`src/rtl/dma_reg_pkg.sv`:
```
package dma_reg_pkg;

  localparam int WIN_BYTES = 12;

  function automatic logic [7:0] src_top_mask(input int ch);
    return (ch == 0) ? 8'h07 : 8'h0F;
  endfunction

  function automatic logic [7:0] dst_top_mask(input int ch, input int nch);
    return (ch == nch - 1) ? 8'h0F : 8'h07;
  endfunction

  function automatic logic [7:0] cnt_hi_mask(input int ch, input int nch);
    return (ch == nch - 1) ? 8'hFF : 8'h3F;
  endfunction

  function automatic logic [7:0] ctrl_hi_mask(input int ch, input int nch);
    return (ch == nch - 1) ? 8'hFF : 8'hF7;
  endfunction

  localparam logic [7:0] CTRL_LO_MASK = 8'hE0;

endpackage

```
`src/rtl/dma_reg_decode.sv`:
```
module dma_reg_decode #(
  parameter int NCH = 4,
  parameter logic [7:0] BASE = 8'hB0,
  localparam int CH_W = (NCH > 1) ? $clog2(NCH) : 1
) (
  input  logic [7:0]      addr,
  output logic            hit,
  output logic [CH_W-1:0] ch,
  output logic [3:0]      bidx
);
  import dma_reg_pkg::*;

  localparam int SPAN = NCH * WIN_BYTES;

  logic [8:0] off;

  always_comb begin
    off  = {1'b0, addr} - {1'b0, BASE};
    hit  = (addr >= BASE) && (int'(off) < SPAN);
    ch   = CH_W'(off / WIN_BYTES);
    bidx = 4'(off % WIN_BYTES);
  end
endmodule

```
`src/rtl/dma_reg_channel.sv`:
```
module dma_reg_channel #(
  parameter int CH  = 0,
  parameter int NCH = 4
) (
  input  logic        clk,
  input  logic        rst_n,
  input  logic        we,
  input  logic [3:0]  bidx,
  input  logic [7:0]  wdata,
  output logic [15:0] ctrl,
  output logic [31:0] src_work,
  output logic [31:0] dst_work,
  output logic [15:0] cnt_work,
  output logic        start_req
);
  import dma_reg_pkg::*;

  logic [31:0] src_q, dst_q;
  logic [15:0] cnt_q, ctrl_q;
  logic        en_rise;
  logic        imm_start;

  assign en_rise   = we && (bidx == 4'd11) && wdata[7] && !ctrl_q[15];
  assign imm_start = en_rise && (wdata[5:4] == 2'b00);
  assign ctrl      = ctrl_q;

  always_ff @(posedge clk) begin
    if (!rst_n) begin
      src_q     <= '0;
      dst_q     <= '0;
      cnt_q     <= '0;
      ctrl_q    <= '0;
      src_work  <= '0;
      dst_work  <= '0;
      cnt_work  <= '0;
      start_req <= 1'b0;
    end else begin
      start_req <= imm_start;
      if (we) begin
        case (bidx)
          4'd0:  src_q[7:0]    <= wdata;
          4'd1:  src_q[15:8]   <= wdata;
          4'd2:  src_q[23:16]  <= wdata;
          4'd3:  src_q[31:24]  <= wdata & src_top_mask(CH);
          4'd4:  dst_q[7:0]    <= wdata;
          4'd5:  dst_q[15:8]   <= wdata;
          4'd6:  dst_q[23:16]  <= wdata;
          4'd7:  dst_q[31:24]  <= wdata & dst_top_mask(CH, NCH);
          4'd8:  cnt_q[7:0]    <= wdata;
          4'd9:  cnt_q[15:8]   <= wdata & cnt_hi_mask(CH, NCH);
          4'd10: ctrl_q[7:0]   <= wdata & CTRL_LO_MASK;
          4'd11: ctrl_q[15:8]  <= wdata & ctrl_hi_mask(CH, NCH);
          default: ;
        endcase
      end
      if (en_rise) begin
        src_work <= src_q;
        dst_work <= dst_q;
        cnt_work <= cnt_q;
      end
    end
  end
endmodule

```
`src/rtl/dma_regbank.sv`:
```
module dma_regbank #(
  parameter int NCH = 4,
  parameter logic [7:0] BASE = 8'hB0
) (
  input  logic            clk,
  input  logic            rst_n,
  input  logic            wr_en,
  input  logic [7:0]      addr,
  input  logic [7:0]      wdata,
  output logic [7:0]      rdata,
  output logic            rd_openbus,
  output logic [NCH-1:0]  chan_en,
  output logic [NCH-1:0]  start_req,
  output logic [NCH*32-1:0] src_work,
  output logic [NCH*32-1:0] dst_work,
  output logic [NCH*16-1:0] cnt_work,
  output logic [NCH*2-1:0]  dst_mode,
  output logic [NCH*2-1:0]  src_mode,
  output logic [NCH-1:0]  repeat_en,
  output logic [NCH-1:0]  wide,
  output logic [NCH-1:0]  ext_req,
  output logic [NCH*2-1:0]  trig,
  output logic [NCH-1:0]  irq_en
);
  localparam int CH_W = (NCH > 1) ? $clog2(NCH) : 1;

  logic            hit;
  logic [CH_W-1:0] sel_ch;
  logic [3:0]      bidx;
  logic [15:0]     ctrl_a [NCH];

  dma_reg_decode #(.NCH(NCH), .BASE(BASE)) u_dec (
    .addr(addr), .hit(hit), .ch(sel_ch), .bidx(bidx)
  );

  for (genvar i = 0; i < NCH; i++) begin : g_ch
    logic we_i;
    assign we_i = wr_en && hit && (sel_ch == CH_W'(i));

    dma_reg_channel #(.CH(i), .NCH(NCH)) u_ch (
      .clk(clk), .rst_n(rst_n), .we(we_i), .bidx(bidx), .wdata(wdata),
      .ctrl(ctrl_a[i]),
      .src_work(src_work[i*32 +: 32]),
      .dst_work(dst_work[i*32 +: 32]),
      .cnt_work(cnt_work[i*16 +: 16]),
      .start_req(start_req[i])
    );

    assign dst_mode[i*2 +: 2] = ctrl_a[i][6:5];
    assign src_mode[i*2 +: 2] = ctrl_a[i][8:7];
    assign repeat_en[i]       = ctrl_a[i][9];
    assign wide[i]            = ctrl_a[i][10];
    assign ext_req[i]         = ctrl_a[i][11];
    assign trig[i*2 +: 2]     = ctrl_a[i][13:12];
    assign irq_en[i]          = ctrl_a[i][14];
    assign chan_en[i]         = ctrl_a[i][15];
  end

  always_comb begin
    rdata      = 8'h00;
    rd_openbus = 1'b1;
    if (hit && bidx >= 4'd8) begin
      rd_openbus = 1'b0;
      if (bidx == 4'd10) rdata = ctrl_a[sel_ch][7:0];
      else if (bidx == 4'd11) rdata = ctrl_a[sel_ch][15:8];
    end
  end
endmodule

```
`config.mk`:
```
export PLATFORM = sky130hd
export DESIGN_NAME = dma_regbank
export DESIGN_NICKNAME = d
export VERILOG_FILES = /design/src/rtl/dma_reg_pkg.sv /design/src/rtl/dma_reg_decode.sv /design/src/rtl/dma_reg_channel.sv /design/src/rtl/dma_regbank.sv
export SDC_FILE = /design/constraint.sdc
export NUM_CORES = 1
export LEC_CHECK = 0
export BUFFER_PORTS_ARGS = -buffer_cell sky130_fd_sc_hd__buf_2
export CAP_MARGIN = 20
export CORE_MARGIN = 1.5
export CORE_UTILIZATION = 40
export CTS_CLUSTER_DIAMETER = 100
export DETAILED_ROUTE_END_ITERATION = 7
export SETUP_SLACK_MARGIN = 0.5
export SLEW_MARGIN = 15
export SYNTH_ARGS = -nofsm -noshare
export SYNTH_HDL_FRONTEND = slang
export SYNTH_SLANG_ARGS = --single-unit
export TNS_END_PERCENT = 20
```
`constraint.sdc`:
```
create_clock -name clk -period 5.7 [get_ports clk]
set_clock_uncertainty 0.2 [all_clocks]
set_input_delay 0.855 -clock clk [delete_from_list [all_inputs] [get_ports clk]]
set_output_delay 0.855 -clock clk [all_outputs]
set_load 0.01 [all_outputs]
```
[After elaboration in Yosys (flattened, before gate mapping)]
Cells that the tools add are included.
Operators by class
  $lt $le $gt $ge: 4
  equality and inequality tests: 14
  reductions and logical operators: 78
  multipliers: 0
  bitwise logic cells: 1
  add/subtract/negate cells: 1
  divide/modulo/power cells: 2
  multiplexer cells: 7
  shift operators: 0
Operators with widths (number)
  $reduce_and 2->1: 48
  $bmux 16 s2: 1
  $div 9x4->32 const B: 1
  $mod 9x4->32 const B: 1
  $mux 16: 2
  $mux 8: 3
  $logic_and 1x1->1: 23
  $eq 4x3->1 const B: 4
  $eq 4x4->1 const B: 4
  $lt 9x6->1 const B: 1
  $sub 8x8->9 const B: 1
  $eq 4x2->1 const B: 2
  $ge 8x8->1 const B: 1
  $eq 2x2->1 const B: 2
  $eq 4x1->1 const B: 1
  $ge 4x4->1 const B: 1
  $logic_not 1->1: 4
  $logic_not 2->1: 2
  $logic_not 4->1: 1
  $ge 3x3->1 const B: 1
  $not 2->3: 1
  $eq 2x1->1 const B: 1
  $mux 1: 1
Storage, ports and cells
  memory bits (read-only): 0
  register bits: 601
  output and inout port bits: 377
  bits of input ports: 19
  bits in latches: 0
  memory bits (writable): 0
  memories kept: 0
  word-level logic and storage cells: 171

[Depth between registers and ports, before layout]
Gate-level depths: netlist of the first run.
  depth in word-level cells: 9
  mapped depth: 18
  gate-level depth less buffers: 13

[By module]
A second synthesis of the first run with hierarchy kept.
Second synthesis, totals
  cell total of the unflattened synthesis: 2262
  area total of the unflattened synthesis: 23466.3 um^2
Modules (own cells, without submodules)
  dma_reg_channel at g_ch[1].u_ch ...: instances 2, cells each 526, area an instance 5519.0 um^2, sequential area each 2982.9 um^2
  dma_reg_channel at g_ch[3].u_ch: instances 1, cells each 545, area an instance 5799.3 um^2, sequential area each 3123.0 um^2
  dma_reg_channel at g_ch[0].u_ch: instances 1, cells each 520, area an instance 5435.2 um^2, sequential area each 2942.8 um^2
  dma_reg_decode: instances 1, cells each 83, area an instance 611.8 um^2, sequential area each 0.0 um^2
  dma_regbank: instances 1, cells each 62, area an instance 581.8 um^2, sequential area each 0.0 um^2

[Worst setup path before layout of the first run]
OpenSTA, ideal clock, no wires.
  path type: input port to output port
  from: input addr[4]
  to: output rdata[0]
  data required time: 4.645 ns
  arrival time: 4.291 ns
  cell stages on the path: 16
  buffers on the path: 3
  path slack: 0.354 ns
  cell sequence: buf_2 -> a21oi_1 -> nor2_1 -> nor2_1 -> ha_1 -> nor2b_1 -> nor3_1 -> a311o_2 -> o21ai_1 -> mux2_2 -> o31ai_1 -> clkbuf_1 -> nor2_1 -> buf_2 -> mux2i_1 -> a211oi_1
Between the ends
  word-level cells in the longest chain between the ends: 9
  elaborated cells between the ends (all ways): 17
  those cells by class: add/sub: 1; div: 2; order compare: 3; eq/ne: 2; mux: 6; bitwise: 1; reduce/logical: 2
Ends and longest elaborated chain
  start: declaration: line dma_regbank.sv:8  | input logic [7:0] addr,
  $sub 8x8->9: line dma_reg_decode.sv:18  | off = {1'b0, addr} - {1'b0, BASE};
  $div 9x4->32: line dma_reg_decode.sv:20  | ch = CH_W'(off / WIN_BYTES);
  $not 2->3 (implied by the code): line dma_regbank.sv:64, dma_regbank.sv:65
  $bmux 16 s2: line dma_regbank.sv:64, dma_regbank.sv:65
  $mux 16 (implied by the code) (2 in a row): line dma_regbank.sv:65  | else if (bidx == 4'd11) rdata = ctrl_a[sel_ch][15:8];
  $mux 8: line dma_regbank.sv:65
  $mux 8: line dma_regbank.sv:64  | if (bidx == 4'd10) rdata = ctrl_a[sel_ch][7:0];
  $mux 8 *: line dma_regbank.sv:62  | if (hit && bidx >= 4'd8) begin
  end: declaration: line dma_regbank.sv:10  | output logic [7:0] rdata,
Mark *: on every way between the ends. The rest lies on a longest branch, timed or not. The select of a mux whose other input is x is not followed.

[Final worst setup path of the first run]
  from: input addr[6]
  to: output rdata[7]
Same word-level chain as after synthesis.

==> impl_metrics.yaml, run 1 <==
status:
  status: "finished, final reports clean"
sta:
  hold_violations: 0
  grt_setup_unrepaired: "yes"
  post-route-period-util_pct: 91.2
  slew_headroom_pct: 36.8
  slew_viol_final: 0
  timing.fmax_mhz: 192
  tightestPinTransition_ns: 0.948
  setup_viol: 0
  fin_crit_ns: 5.20
detailed_routing:
  wirelength_mm: 69.2
  vias_per_cell: 5.08
  vias: 17900
  drtIter0Drc: 1078
  drtAntennaViolNets: 0
  drc: 0
  wl_per_cell_um: 19.6
  dr.pass1.iters: 5
placement:
  dp_hpwl_mm: 45.2
  io_buffers: 350
  place_area_mm2: 0.0257
  placedCellCount: 3398
  globalplace.congestion: 0.847
pwr:
  cellLeakagePower_nw: 12.5
  switching_power_mw: 2.03
  p_clk_share_pct: 46.4
  p_sw_share_pct: 23.0
  peakVddDrop_mv: 0.265
  pwr-share-comb_pct: 6.0
  p_int_mw: 6.81
  design_power_total_mw: 8.83
  seq_power_share_pct: 47.6
  p_per_area_mw_per_mm2: 313
worst_setup_path:
  worst-path-buf-inv: 3
  slowest_delay_ns: 0.60
  critPathRequiredTime_ns: 4.64
  worstSetupStartpointType: "input pin"
  crit_path_end_kind: "output pin"
  critPathSlowestCell: "a2111oi_1"
  crit_type: "input pin to output pin"
  cp.arrival_ns: 4.14
  path_depth: 16
  crit_chain: "buf_4 > a21oi_4 > nor2_2 > nor2_2 > ha_4 > nand2b_1 > nand3_1 > nand2_1 > or4_1 > a2111oi_1 > or3_1 > o21bai_4 > buf_4 > nand3_1 > nor2_1 > buf_2"
  worst-r2r-cell-count: 4
  r2r_setup_slack_ns: 3.49
  crit_fanout: 11
  path_delay_family: "simple AND/OR/NAND/NOR gates"
synth:
  ys_seq_area_share_pct: 50.9
  synth_top_area_cell: "dfxtp_1"
  synth_edf_count: 0
  yosysMostFrequentCell: "dfxtp_1"
  synth_common_cells: "dfxtp_1, mux2i_1, nand2_1, nor2b_1, nand3_1"
  synthCells: 2443
  synth_flop_cell: "dfxtp_1"
  syn_area_per_cell_um2: 9.67
  yosys-top-cells-area: "dfxtp_1, mux2i_1, nor2b_1"
  ys_ff_latch: 601
  ys_warn_count: 0
  syn_area_mm2: 0.0236
  yosys.area.top_type_share_pct: 50.9
  postSynth.asyncResetShare_pct: 0
  synth_cell_types: 62
cts:
  clkSinkCount: 601
  hold_buffers: 0
  clk_path_buf_depth: 3
  worstSkewPairLatency_ns: 0.59
  cts_tree: "done"
  htreeDepth: 3
  clkTransAtPathRegs_ns: 0.06
  clock-root-buffer: "clkbuf_16"
  cts-buffers-inserted: 66
die:
  rows: 88
  initial_core_util_pct: 40.7
  die_h_um: 246
  io_pins: 396
  fp.coreArea_mm2: 0.0580
  die_area_mm2: 0.0605
  die_w_um: 246
grt:
  grt_max_degree: 217
  grt_overflow: 0
  antenna_found_initial: 1
  grt_use_total_pct: 22.3
  grt_pass1_vias: 17200
  grt_pass1_wl_mm: 104
layout:
  instances_no_fill: 3530
  register_area_mm2: 0.0120
  drive_gt1_share_pct: 20.7
  area.growth.synth_to_final_pct: 19.5
  post-route-util_pct: 48.6
  num-nets-final: 2739
  fill_cells: 5465
  fin_area_mm2: 0.0282
  multi_input_area_mm2: 0.0108
hold_path:
  hold_depth: 2
  hold_path_class: "flip-flop to flip-flop"
flow_run:
  drv_cap: 0
==> path summary, 6_finish.rpt <==
path / from / to
min: g_ch[3].u_ch.dst_work[14] / g_ch[3].u_ch.dst_work[14]
min reg2reg: g_ch[3].u_ch.dst_work[14] / g_ch[3].u_ch.dst_work[14]
max: addr[6] / rdata[7]
max reg2reg: g_ch[2].u_ch.ctrl[15] / g_ch[2].u_ch.dst_work[6]
==> kinds of logic after synthesis <==
| group | after synthesis | share of synthesized area, % |
|---|---|---|
| AOI/OAI and AO/OA | 289 | 7.56 |
| adders and majority gates | 2 | 0.106 |
| buffers and inverters | 254 | 5.27 |
| DFF | 601 | 50.9 |
| muxes | 373 | 16.1 |
| other | 1 | 0.0159 |
| and+or+nand+nor | 923 | 20.0 |
==> metrics by stage <==
stage	hold WS, ns	worst slack (ns)	TNS, ns
2_1_floorplan	0.236	0.450	0
3_3_place_gp	0.239	0.122	0
3_5_place_dp	0.243	-0.00195	-0.00195
4_1_cts	0.251	0.499	0
5_1_grt	0.268	0.389	0
6_report	0.246	0.503	0
==> power by group through the flow <==
stage / sequential, mW / clock, mW / combinational (mW)
after floorplan: 4.30 / 0 / 0.325
after global placement: 4.30 / 0 / 0.427
after detailed placement: 4.30 / 0 / 0.444
after CTS: 4.21 / 4.21 / 0.471
after global routing: 4.20 / 4.39 / 0.557
final: 4.21 / 4.10 / 0.527
==> timing repair <==
item	CTS	global route
setup buffers	5	11
endpoints found under the setup margin	8	9
cloned	0	1
gates resized for setup	29	42
pin swaps	7	20
==> sequential cells by signal (all words and copies together) (netlist names) <==
signal and count:
g_ch.u_ch.dst_work 109, g_ch.u_ch.dst_q 109, g_ch.u_ch.start_req 4, g_ch.u_ch.src_q 111, g_ch.u_ch.src_work 111, g_ch.u_ch.ctrl 41, g_ch.u_ch.cnt_work 58, g_ch.u_ch.cnt_q 58
==> layer usage <==
layer | GRT usage [%] | share of wire (%)
met1 | 28.3 | 44
met4 | 7.34 | 2.9
met3 | 6.24 | 7.1
met5 | 0 | 0
met2 | 36.4 | 46
==> cell type report <==
| cell class | count | area share, % |
|---|---|---|
| antenna | 1 | 0.00887 |
| timing repair buffer | 410 | 8.28 |
| tap | 765 | 3.39 |
| clock buffer | 100 | 6.85 |
| clock inverter | 14 | 0.479 |
| sequential | 601 | 42.6 |
| inverter | 6 | 0.0798 |
| multi-input combinational | 1633 | 38.3 |
==> worst min-delay path, delay by kind of cell, from the launching register on <==
family / cells / cell delay [ns]
simple gates: 1 / 0.05
compound gates: 1 / 0.05
flops: 1 / 0.31
==> layout by cell type (no fill, tap or decap), types with 6 or more instances in the layout <==
master	n
and4b_1	6
clkbuf_16	69
dfxtp_1	601
buf_12	7
o21ai_1	41
clkinv_2	7
buf_4	51
conb_1	45
buf_2	345
a211oi_2	6
o21ai_0	130
mux2i_1	363
nand3_1	199
and3_1	6
clkbuf_1	22
nand2b_1	7
nand2_1	365
nand4_1	11
mux4_2	6
a21boi_0	69
nor2b_1	244
nor2_1	19
nor3_1	8
clkbuf_8	9
No activity file was read; power rests on OpenSTA's default activity.
==> run 2: changes to the inputs <==
Settings changed: REMOVE_ABC_BUFFERS set to 1.
==> impl_metrics.yaml, run 2 (synthesis gave the netlist of run 1 again) <==
detailed_routing:
  wl_per_cell_um: 18.8
  dr.pass1.iters: 5
  drc: 0
  vias: 17800
  vias_per_cell: 5.03
  drtIter0Drc: 1067
  drtAntennaViolNets: 0
  wirelength_mm: 66.3
grt:
  grt_use_total_pct: 21.1
  grt_overflow: 0
  grt_pass1_vias: 16900
  grt_max_degree: 237
  grt_pass1_wl_mm: 99.9
  antenna_found_initial: 3
sta:
  setup_viol: 0
  post-route-period-util_pct: 89.7
  timing.fmax_mhz: 195
  grt_setup_unrepaired: "yes"
  whs_ns: 0.246
  hold_violations: 0
  tightestPinTransition_ns: 1.08
  tns_ns: 0
  slew_headroom_pct: 28.1
  slew_viol_final: 0
  fin_crit_ns: 5.12
layout:
  final_cell_mix: "dfxtp_1, nand2_1, mux2i_1"
  instances_no_fill: 3530
  final_common_cell: "dfxtp_1"
  area.growth.synth_to_final_pct: 19.5
  post-route-util_pct: 48.7
  drive_gt1_share_pct: 21.1
  reg.largest.list: "g_ch.u_ch.src_q: 111 flops, g_ch.u_ch.src_work: 111 flops"
  num-nets-final: 2734
  fill_cells: 5473
die:
  io_pins: 396
  fp.coreArea_mm2: 0.0580
  rows: 88
  die_w_um: 246
  die_area_mm2: 0.0605
  initial_core_util_pct: 40.7
  die_h_um: 246
cts:
  cts_tree: "done"
  clock-root-buffer: "clkbuf_16"
  worstSkewPairLatency_ns: 0.62
  htreeDepth: 2
  cts-buffers-inserted: 61
  hold_buffers: 0
  clkSinkCount: 601
  clkTransAtPathRegs_ns: 0.05
  clk_path_buf_depth: 3
flow_run:
  drv_cap: 0
hold_path:
  hold_path_class: "flip-flop to flip-flop"
  hold_depth: 2
worst_setup_path:
  crit_path_end: "rdata[2]"
  path_delay_family: "compound AO/OA/AOI/OAI gates"
  critPathRequiredTime_ns: 4.64
  worst-path-buf-inv: 5
  crit_chain: "buf_2 > a211oi_4 > nor2_2 > ha_4 > o21ai_2 > o311a_1 > a211oi_4 > buf_4 > buf_4 > o211ai_1 > o2111ai_2 > o311a_4 > buf_4 > nor3_2 > a211oi_2 > a211oi_4 > buf_6"
  crit_path_end_kind: "output pin"
  r2r_setup_slack_ns: 3.76
  crit_fanout: 7
  slowest_delay_ns: 0.35
  path_depth: 17
  r2r-end: "g_ch[0].u_ch.dst_work[26]"
  rr_startpoint: "g_ch[0].u_ch.ctrl[15]"
  critPathSlowestCell: "o311a_4"
  cp.arrival_ns: 4.06
  worstSetupStartpointType: "input pin"
  worst-r2r-cell-count: 4
  crit_type: "input pin to output pin"
  startpoint: "addr[4]"
pwr:
  peakVddDrop_mv: 0.257
  design_power_total_mw: 8.81
  cellLeakagePower_nw: 12.5
  p_per_area_mw_per_mm2: 312
placement:
  dp_hpwl_mm: 43.1
  globalplace.congestion: 0.819
  io_buffers: 350
  placedCellCount: 3397
status:
  status: "finished, final reports clean"
run 2: cell count changes in the layout (fill, tap and decap cells not counted), moves of 2 or more:
cell	before	now
buf_2	345	342
buf_4	51	56
buf_6	5	3
bufinv_16	2	5
clkbuf_1	22	12
clkbuf_16	69	63
clkbuf_4	0	2
clkbuf_8	9	13
clkinv_2	7	10
clkinvlp_4	3	8
diode_2	1	3
run 2: metal layers:
layer  wire length (µm)  vias up  GRT usage (%)
met5                  0        -              0
met4               1480        0           5.43
met3               4760       96           6.22
met2              29800      440           33.6
met1              30300     8492           28.0
li1                   -     8742              -
run 2: worst min-delay path by stage:
stage / slack (ns) / to / from
2_1_floorplan: 0.24 / g_ch[2].u_ch.cnt_work[0] / g_ch[2].u_ch.cnt_q[0]
3_3_place_gp: 0.23 / g_ch[3].u_ch.cnt_work[5] / g_ch[3].u_ch.cnt_work[5]
3_5_place_dp: 0.24 / g_ch[3].u_ch.src_work[15] / g_ch[3].u_ch.src_work[15]
4_1_cts: 0.25 / g_ch[3].u_ch.dst_work[2] / g_ch[3].u_ch.dst_work[2]
5_1_grt: 0.27 / g_ch[3].u_ch.dst_work[2] / g_ch[3].u_ch.dst_work[2]
6_report: 0.25 / g_ch[3].u_ch.dst_work[15] / g_ch[3].u_ch.dst_work[15]
run 2: layout make-up:
cell class / instances / area [µm²] / area share (%)
antenna: 3 / 7.51 / 0.0266
inverter: 6 / 22.5 / 0.0798
tap: 765 / 957 / 3.39
clock buffer: 88 / 1800 / 6.38
sequential: 601 / 12000 / 42.6
multi-input combinational: 1632 / 10800 / 38.3
timing repair buffer: 411 / 2340 / 8.27
clock inverter: 24 / 269 / 0.953
run 2: what timing repair did:
action,CTS,global route
pin swaps,8,22
resized for setup,26,41
buffers inserted,8,10
endpoints found under the setup margin,8,11
endpoints found under the hold margin,0,0
run 2: tightest hold or removal path: stages (launching register included):
cell and delay [ns]:
dfxtp_1 0.30, nand2_1 0.05, o21ai_1 0.05
run 2: through the flow:
step,cell area (µm²),setup WS [ns]
after global placement,25700,0.0395
final,28200,0.585
after CTS,27900,0.488
after global routing,28200,0.438
after detailed placement,25700,-0.0346
after floorplan,22600,-2.06
run 2: power by group:
part	internal, mW	total, mW	switching (mW)
clock network	2.41	4.08	1.67
logic	0.181	0.530	0.349
registers	4.20	4.21	0.00197
==> run 3: changes to the inputs <==
Settings changed: CELL_PAD_IN_SITES_DETAIL_PLACEMENT set to 0, CELL_PAD_IN_SITES_GLOBAL_PLACEMENT set to 1, PLACE_DENSITY_LB_ADDON set to 0.1, RECOVER_POWER set to 50.
==> impl_metrics.yaml, run 3 (synthesis gave the netlist of run 1 again) <==
cts:
  clkSinkCount: 601
  htreeDepth: 2
  cts-buffers-inserted: 61
  clock-root-buffer: "clkbuf_16"
  hold_buffers: 0
  worstSkewPairLatency_ns: 0.62
  clkTransAtPathRegs_ns: 0.06
  cts_tree: "done"
  clk_path_buf_depth: 3
detailed_routing:
  drtIter0Drc: 789
  vias_per_cell: 4.93
  wirelength_mm: 65.8
  drtAntennaViolNets: 0
  vias: 17400
  wl_per_cell_um: 18.6
  drc: 0
  dr.pass1.iters: 5
pwr:
  cellLeakagePower_nw: 11.1
  peakVddDrop_mv: 0.209
  design_power_total_mw: 8.68
  p_per_area_mw_per_mm2: 314
sta:
  grt_setup_unrepaired: "no"
  tightestPinTransition_ns: 0.969
  setup_slack_ns: 0.408
  hold_violations: 0
  slew_headroom_pct: 35.2
  setup_viol: 0
  post-route-period-util_pct: 92.8
  slew_viol_final: 0
  fin_crit_ns: 5.29
  timing.fmax_mhz: 189
  tns_ns: 0
layout:
  num-nets-final: 2735
  reg.largest.list: "g_ch.u_ch.src_q: 111 flops, g_ch.u_ch.src_work: 111 flops"
  final_common_cell: "dfxtp_1"
  multi_input_area_mm2: 0.0107
  register_area_mm2: 0.0120
  fin_area_mm2: 0.0277
  fill_cells: 5817
  area.growth.synth_to_final_pct: 17.1
  final_cell_mix: "dfxtp_1, nand2_1, mux2i_1"
  drive_gt1_share_pct: 8.64
die:
  die_area_mm2: 0.0605
  die_w_um: 246
  initial_core_util_pct: 40.7
  rows: 88
  io_pins: 396
  die_h_um: 246
  fp.coreArea_mm2: 0.0580
worst_setup_path:
  r2r-end: "g_ch[0].u_ch.src_work[8]"
  worst-r2r-cell-count: 4
  r2r_setup_slack_ns: 3.78
  rr_startpoint: "g_ch[0].u_ch.ctrl[15]"
  worstSetupStartpointType: "input pin"
  cp.arrival_ns: 4.24
  crit_type: "input pin to output pin"
  critPathRequiredTime_ns: 4.64
  crit_fanout: 9
  crit_path_end_kind: "output pin"
grt:
  grt_overflow: 0
  grt_pass1_wl_mm: 98.6
  grt_pass1_vias: 16400
  grt_max_degree: 263
  antenna_found_initial: 3
  grt_use_total_pct: 20.9
placement:
  post-place-ws_ns: 0.0837
  io_buffers: 350
  globalplace.congestion: 0.774
  dp_hpwl_mm: 42.2
  place_area_mm2: 0.0257
flow_run:
  drv_cap: 0
hold_path:
  hp-start: "g_ch[3].u_ch.dst_work[11]"
  hold_path_class: "flip-flop to flip-flop"
  hold_depth: 2
  hold_end: "g_ch[3].u_ch.dst_work[11]"
status:
  status: "finished, final reports clean"
==> run 3: cell type report <==
| cell class | count | area share, % |
|---|---|---|
| inverter | 6 | 0.0814 |
| timing repair buffer | 411 | 6.93 |
| antenna | 1 | 0.00905 |
| multi-input combinational | 1633 | 38.7 |
| clock buffer | 93 | 6.61 |
| sequential | 601 | 43.5 |
| clock inverter | 21 | 0.679 |
| tap | 765 | 3.46 |
==> run 3: worst max path at each step <==
| stage | endpoint | depth (start not counted) | startpoint |
|---|---|---|---|
| 2_1_floorplan | g_ch[1].u_ch.cnt_work[0] | 12 | addr[4] |
| 3_3_place_gp | rdata[2] | 15 | addr[7] |
| 3_5_place_dp | rdata[2] | 15 | addr[7] |
| 4_1_cts | rdata[5] | 16 | addr[7] |
| 5_1_grt | rdata[2] | 16 | addr[5] |
| 6_report | rdata[2] | 16 | addr[5] |
==> run 3: worst max-delay path, cell delays in order <==
cell       delay, ns
clkbuf_4        0.16
ha_2            0.18
o21ai_1         0.14
ha_1            0.29
clkbuf_4        0.18
or3b_1          0.35
o32ai_2         0.11
a311o_1         0.34
o21a_4          0.20
o2111ai_1       0.16
o311a_4         0.37
buf_4           0.16
nor3_2          0.19
a211oi_2        0.08
a211oi_2        0.26
buf_4           0.18
==> run 3: through the flow <==
step	util, %	instances	hold WS [ns]
after global placement	44.3	3393	0.235
after global routing	47.7	3531	0.259
after floorplan	-	2239	0.236
after CTS	47.9	3511	0.247
after detailed placement	44.3	3393	0.238
final	47.7	3531	0.245
==> run 3: what timing repair did <==
item,in CTS,in global routing
resized for setup,15,41
setup endpoints to repair,8,9
setup buffers,4,18
pin swaps,5,21
gates cloned,0,1
==> run 3: per-layer routing <==
metal	GRT usage [%]	up-vias	routed length, µm
met5	0	-	11
met4	4.60	2	957
met3	5.89	70	4510
met2	33.7	336	30400
met1	27.8	8267	29900
li1	-	8749	-
==> run 3: where the power goes <==
group	internal, mW	switching (mW)	leakage, nW
Combinational	0.168	0.332	5.22
Sequential	4.20	0.00195	4.84
Clock	2.29	1.68	1.00
